**src/rtl/pp_pkg.sv**
```systemverilog
// Shared types for the ping-pong capture channel.
package pp_pkg;
    typedef enum logic {
        XF_IDLE = 1'b0,
        XF_BUSY = 1'b1
    } xf_state_t;
endpackage

```
**src/rtl/pp_edge_det.sv**
```systemverilog
// Rising-edge detector for the result-ready trigger.
// Assumes trig_i is already synchronous to clk.
module pp_edge_det (
    input  logic clk,
    input  logic rst_n,
    input  logic trig_i,
    output logic rise_o
);
    logic trig_q;

    // Remember the previous trigger level.
    always_ff @(posedge clk) begin
        if (!rst_n) trig_q <= 1'b0;
        else        trig_q <= trig_i;
    end

    assign rise_o = trig_i & ~trig_q;
endmodule

```
**src/rtl/pp_xfer_engine.sv**
```systemverilog
// Single-word transfer engine. It latches a result on start and then counts
// XFER_CYC unstalled cycles. The write strobe is given in the last of those cycles.
// Assumes start is only raised while idle.
module pp_xfer_engine #(
    parameter int DATA_W   = 16,
    parameter int RES_W    = 12,
    parameter int XFER_CYC = 4
) (
    input  logic              clk,
    input  logic              rst_n,
    input  logic              start_i,
    input  logic [RES_W-1:0]  result_i,
    input  logic              stall_i,
    output logic              busy_o,
    output logic              we_o,
    output logic [DATA_W-1:0] data_o
);
    import pp_pkg::*;

    localparam int PH_W = (XFER_CYC > 1) ? $clog2(XFER_CYC) : 1;
    localparam logic [PH_W-1:0] PH_LAST = PH_W'(XFER_CYC - 1);

    xf_state_t        state;
    logic [PH_W-1:0]  phase;
    logic [RES_W-1:0] res_q;

    // Sequence one transfer: latch, count phases, return to idle.
    always_ff @(posedge clk) begin
        if (!rst_n) begin
            state <= XF_IDLE;
            phase <= '0;
            res_q <= '0;
        end else begin
            case (state)
                XF_IDLE: begin
                    if (start_i) begin
                        state <= XF_BUSY;
                        phase <= '0;
                        res_q <= result_i;
                    end
                end
                XF_BUSY: begin
                    if (!stall_i) begin
                        if (phase == PH_LAST) state <= XF_IDLE;
                        else                  phase <= phase + PH_W'(1);
                    end
                end
                default: state <= XF_IDLE;
            endcase
        end
    end

    assign busy_o = (state == XF_BUSY);
    assign we_o   = busy_o && (phase == PH_LAST) && !stall_i;

    // Pad or truncate the result to the memory word width.
    generate
        if (DATA_W > RES_W) begin : g_pad
            assign data_o = {{(DATA_W - RES_W){1'b0}}, res_q};
        end else begin : g_trunc
            assign data_o = res_q[DATA_W-1:0];
        end
    endgenerate
endmodule

```
**src/rtl/pp_buf_ctrl.sv**
```systemverilog
// Buffer and arming control. It handles arm and disarm, ping-pong buffer
// selection, destination address, remaining count, the missed flag and
// block-done. Assumes commit_i pulses once per completed word while armed.
module pp_buf_ctrl #(
    parameter int ADDR_W = 16,
    parameter int CNT_W  = 16,
    parameter int STEP   = 2
) (
    input  logic              clk,
    input  logic              rst_n,
    input  logic              rearm_i,
    input  logic [CNT_W-1:0]  count_i,
    input  logic [ADDR_W-1:0] base0_i,
    input  logic [ADDR_W-1:0] base1_i,
    input  logic              rise_i,
    input  logic              busy_i,
    input  logic              commit_i,
    output logic              start_o,
    output logic              armed_o,
    output logic              active_o,
    output logic [ADDR_W-1:0] addr_o,
    output logic              missed_o,
    output logic              done_o
);
    logic             next_buf;
    logic [CNT_W-1:0] remain;
    logic             rearm_ok;
    logic             miss_evt;

    assign rearm_ok = rearm_i && !armed_o && (count_i != '0);
    assign start_o  = rise_i && armed_o && !busy_i;
    assign miss_evt = rise_i && (!armed_o || busy_i);

    // Arm, advance per word, disarm at block end, and track lost triggers.
    always_ff @(posedge clk) begin
        if (!rst_n) begin
            armed_o  <= 1'b0;
            next_buf <= 1'b0;
            active_o <= 1'b0;
            addr_o   <= '0;
            remain   <= '0;
            missed_o <= 1'b0;
            done_o   <= 1'b0;
        end else begin
            done_o <= 1'b0;
            if (rearm_ok) begin
                armed_o  <= 1'b1;
                active_o <= next_buf;
                next_buf <= ~next_buf;
                addr_o   <= next_buf ? base1_i : base0_i;
                remain   <= count_i;
                missed_o <= 1'b0;
            end else if (commit_i) begin
                addr_o <= addr_o + ADDR_W'(STEP);
                remain <= remain - CNT_W'(1);
                if (remain == CNT_W'(1)) begin
                    armed_o <= 1'b0;
                    done_o  <= 1'b1;
                end
            end
            if (miss_evt) missed_o <= 1'b1;
        end
    end
endmodule

```
**src/rtl/pingpong_capture.sv**
```systemverilog
// Top of the ping-pong capture DMA channel. It connects the trigger edge
// detector, the buffer control and the transfer engine.
// Assumes all inputs are synchronous to clk.
module pingpong_capture #(
    parameter int ADDR_W   = 16,
    parameter int CNT_W    = 16,
    parameter int DATA_W   = 16,
    parameter int RES_W    = 12,
    parameter int XFER_CYC = 4
) (
    input  logic              clk,
    input  logic              rst_n,
    input  logic              trig_i,
    input  logic [RES_W-1:0]  result_i,
    input  logic [ADDR_W-1:0] base0_i,
    input  logic [ADDR_W-1:0] base1_i,
    input  logic [CNT_W-1:0]  count_i,
    input  logic              rearm_i,
    input  logic              stall_i,
    output logic [ADDR_W-1:0] mem_addr_o,
    output logic [DATA_W-1:0] mem_data_o,
    output logic              mem_we_o,
    output logic              active_buf_o,
    output logic              armed_o,
    output logic              block_done_o,
    output logic              missed_o
);
    localparam int STEP = DATA_W / 8;

    logic rise;
    logic start;
    logic busy;
    logic commit;

    pp_edge_det u_edge (
        .clk    (clk),
        .rst_n  (rst_n),
        .trig_i (trig_i),
        .rise_o (rise)
    );

    pp_buf_ctrl #(
        .ADDR_W (ADDR_W),
        .CNT_W  (CNT_W),
        .STEP   (STEP)
    ) u_ctrl (
        .clk      (clk),
        .rst_n    (rst_n),
        .rearm_i  (rearm_i),
        .count_i  (count_i),
        .base0_i  (base0_i),
        .base1_i  (base1_i),
        .rise_i   (rise),
        .busy_i   (busy),
        .commit_i (commit),
        .start_o  (start),
        .armed_o  (armed_o),
        .active_o (active_buf_o),
        .addr_o   (mem_addr_o),
        .missed_o (missed_o),
        .done_o   (block_done_o)
    );

    pp_xfer_engine #(
        .DATA_W   (DATA_W),
        .RES_W    (RES_W),
        .XFER_CYC (XFER_CYC)
    ) u_xfer (
        .clk      (clk),
        .rst_n    (rst_n),
        .start_i  (start),
        .result_i (result_i),
        .stall_i  (stall_i),
        .busy_o   (busy),
        .we_o     (commit),
        .data_o   (mem_data_o)
    );

    assign mem_we_o = commit;
endmodule

```
**config.mk**
```make
export PLATFORM = sky130hd
export DESIGN_NAME = pingpong_capture
export DESIGN_NICKNAME = d
export VERILOG_FILES = /design/src/rtl/pp_pkg.sv /design/src/rtl/pp_edge_det.sv /design/src/rtl/pp_xfer_engine.sv /design/src/rtl/pp_buf_ctrl.sv /design/src/rtl/pingpong_capture.sv
export SDC_FILE = /design/constraint.sdc
export NUM_CORES = 1
export LEC_CHECK = 0
export BUFFER_PORTS_ARGS = -buffer_cell sky130_fd_sc_hd__clkbuf_2
export CAP_MARGIN = 20
export CORE_ASPECT_RATIO = 2
export CORE_MARGIN = 3
export CORE_UTILIZATION = 40
export CTS_CLUSTER_DIAMETER = 30
export DETAILED_ROUTE_END_ITERATION = 7
export GPL_ROUTABILITY_DRIVEN = 0
export PLACE_DENSITY = 0.76
export REMOVE_ABC_BUFFERS = 1
export SKIP_CTS_REPAIR_TIMING = 1
export SYNTH_ARGS = -nofsm -noshare
export SYNTH_HDL_FRONTEND = slang
export SYNTH_HIERARCHICAL = 1
export SYNTH_SLANG_ARGS = --single-unit
```
**constraint.sdc**
```tcl
create_clock -name clk -period 1.8 [get_ports clk]
set_input_delay 0.09 -clock clk [delete_from_list [all_inputs] [get_ports clk]]
set_output_delay 0.09 -clock clk [all_outputs]
set_load 0.03 [all_outputs]
```
==> metrics.txt <==
outcome finished, final reports clean; Cell Rows 42; Die Y 123 µm; commonest non-fill, non-tap cell in the layout clkbuf_2; fin crit period 1.78 ns; Cell Area, Synth 0.00274 mm²; drt initial violations 104; most frequent cells in the layout 97 x clkbuf_2, 51 x dfxtp_1, 41 x nand2_1; CTS tree done; top_reg_cell synth dfxtp_1; Num CTS Buffers 5; Area growth syn-to-layout 35.2%; worst path required time 1.99 ns; via count 2656; Core Region 0.00662 mm²; vias in the first global route 2466; total grt overflow 0; average routed wire per standard cell 14.0 µm; post-synthesis sequential area ratio 38.7%; CTS sink count 53; drt pass-1 iters 4; Hold Fails Final Rpt 0; Flop pwr share 45.6%; Power Dens Cells 801 mW/mm²; Die ar. 0.00795 mm²; htree depth 2; f_max 0.563 GHz; final setup fails 0; Die Span X 64.6 µm; gr busiest metal met2; Skew-Pair Late Insertion Delay 0.29 ns; CTS clk-pin slew, worst paths 0.07 ns; kind of critical path reg -> reg; hpwl dp 5.37 mm; # diodes 0; critical-path maximum fanout 7; syn avg cell area 8.63 µm²; WHS 0.00902 ns; DP Area 0.00342 mm²; Worst setup SP type flop; Synthesis Warnings 6; clk_skew 0.00535 ns; clock tree buffer depth 2; Post-synth EDFFs 0; Port Buffers 97; Synth cell types 48; Final ANT Viol Nets 0; max cap viols 0; RSZ-0062 raised after global routing true; P_leak 0.00154 µW; DRC viols 0; largest net degree at the start of global routing 53; Design Area, Final 0.00371 mm²; area of the multi-input gates 0.00166 mm²; Root Driver clkbuf_16; Max VDD drop 0.561 mV; first-pass GRT wire length 10.8 mm; HP Class in -> reg; M3 GR Usage 2.18%; Clk pwr share 34.0%; Int Power 2110 µW; period utilisation layout 98.6%; Slew Limit Fails 0; Async S/R FF share, synth 0%; # IOs 102; switching power 859 µW; register bit total from synthesis 53; Initial Util 41.4%; power share of the combinational group 20.4%; Storage cell area 0.00106 mm²; Core Util, Final 56.0%; antenna violations before repair 0; nets@finish 498; M1 GR Usage 17.8%; GR Layer Usage met2 33.5%; Setup crit end kind flop; # fillers 647; total track usage 17.4%; sw frac 28.9%; Slew headroom 58.2%; layout cells sized above 1 37.7%; post-synthesis cell count 318; DR vias/cell 5.13; Slew @ Worst Pin 0.623 ns; CP arrival 1.97 ns; WL final 7.24 mm
-- through the flow --
stage	std cells	setup TNS (ns)	setup slack, ns	power, µW
finish	518	0	0.0247	2970
global route	518	-0.180	-0.0413	3100
CTS	516	-1.18	-0.161	2980
detailed placement	508	-1.70	-0.146	1970
global placement	508	-0.409	-0.0638	1960
floorplan	300	-49.15	-1.72	1730
-- critical path: stages (launching register included) --
cell and delay (ns):
dfxtp_2 0.35, ha_4 0.13, and3b_2 0.28, buf_6 0.12
nor4bb_4 0.19, buf_4 0.19, nand2_2 0.06, xor2_1 0.14
a211oi_1 0.21
-- sequential cells by signal, summed over array words and instances, names as in the netlist --
register,cells
u_ctrl/active_o,1
u_ctrl/addr_o,16
u_ctrl/armed_o,1
u_ctrl/done_o,1
u_ctrl/missed_o,1
u_ctrl/next_buf,1
u_ctrl/remain,16
u_edge/trig_q,1
u_xfer/busy_o,1
u_xfer/phase,2
u_xfer/res_q,12
-- logic make-up (layout without fill, tap and decap cells) --
| group | count (synthesis) | count (layout) | synth area share, % |
|---|---|---|---|
| xor gates and xnor gates | 28 | 28 | 8.94 |
| adders and majority gates | 4 | 4 | 1.82 |
| other | 1 | 4 | 0.137 |
| AOI/OAI and AO/OA | 77 | 77 | 17.9 |
| and+or+nand+nor | 112 | 112 | 20.7 |
| DFF | 53 | 53 | 38.7 |
| buffers and inverters | 27 | 136 | 5.56 |
| muxes | 16 | 16 | 6.29 |
-- power groups by stage --
stage	clock [µW]	sequential [µW]	combinational (µW)
final	1010	1350	607
after global routing	1070	1370	663
after CTS	1030	1350	601
after detailed placement	0	1370	597
after global placement	0	1370	584
after floorplan	0	1460	269
-- layer usage --
metal	up-vias	part of all wire (%)
li1	1348	-
met1	1211	38
met2	81	55
met3	16	4.3
met4	0	3.2
met5	-	0
-- worst paths after layout --
| kind | start | endpoint | slack (ns) | cells after the start |
|---|---|---|---|---|
| max | u_xfer/phase[0] | u_ctrl/remain[8] | 0.02 | 8 |
| min | result_i[0] | u_xfer/res_q[0] | 0.009 | 3 |
| max reg2reg | u_xfer/phase[0] | u_ctrl/remain[8] | 0.02 | 8 |
| min reg2reg | u_xfer/res_q[2] | u_xfer/res_q[2] | 0.45 | 2 |
-- cell usage after synthesis, types with 2 or more instances --
master     n  share of area, %
a211oi_2   2              0.91
dfxtp_1   53                39
nor2b_1    3              0.68
clkbuf_2   2              0.36
buf_4      6               1.6
nor3b_1    2              0.55
mux2_2    10               4.1
nand2_1   42               5.7
o22ai_1    2              0.46
nor3_1     8               1.5
xnor2_1   16               5.1
nor2_1    20               2.7
nor4_1     5               1.1
a21oi_1   21               3.8
o21ai_0   22               4.0
inv_1      5              0.68
a21boi_0   2              0.55
xor2_1    12               3.8
mux2i_1    6               2.2
or4_1      4               1.1
a211oi_1  12               3.3
or3_1      2              0.46
buf_6      3               1.2
nand4b_1   3              0.96
buf_2      3              0.55
a21boi_1  10               2.7
ha_1       4               1.8
nand3_1    7               1.3
nand4_1    7               1.6
clkbuf_1   6              0.82
-- cell type report --
type / count / share of cell area (%)
clock buffers: 7 / 4.12
clock inverters: 1 / 0.135
repair buffers: 122 / 18.7
multi-input cells: 241 / 44.8
flip-flops and latches: 53 / 28.7
well taps: 88 / 2.97
inverters: 6 / 0.607
(Power assumes the default switching activity.)
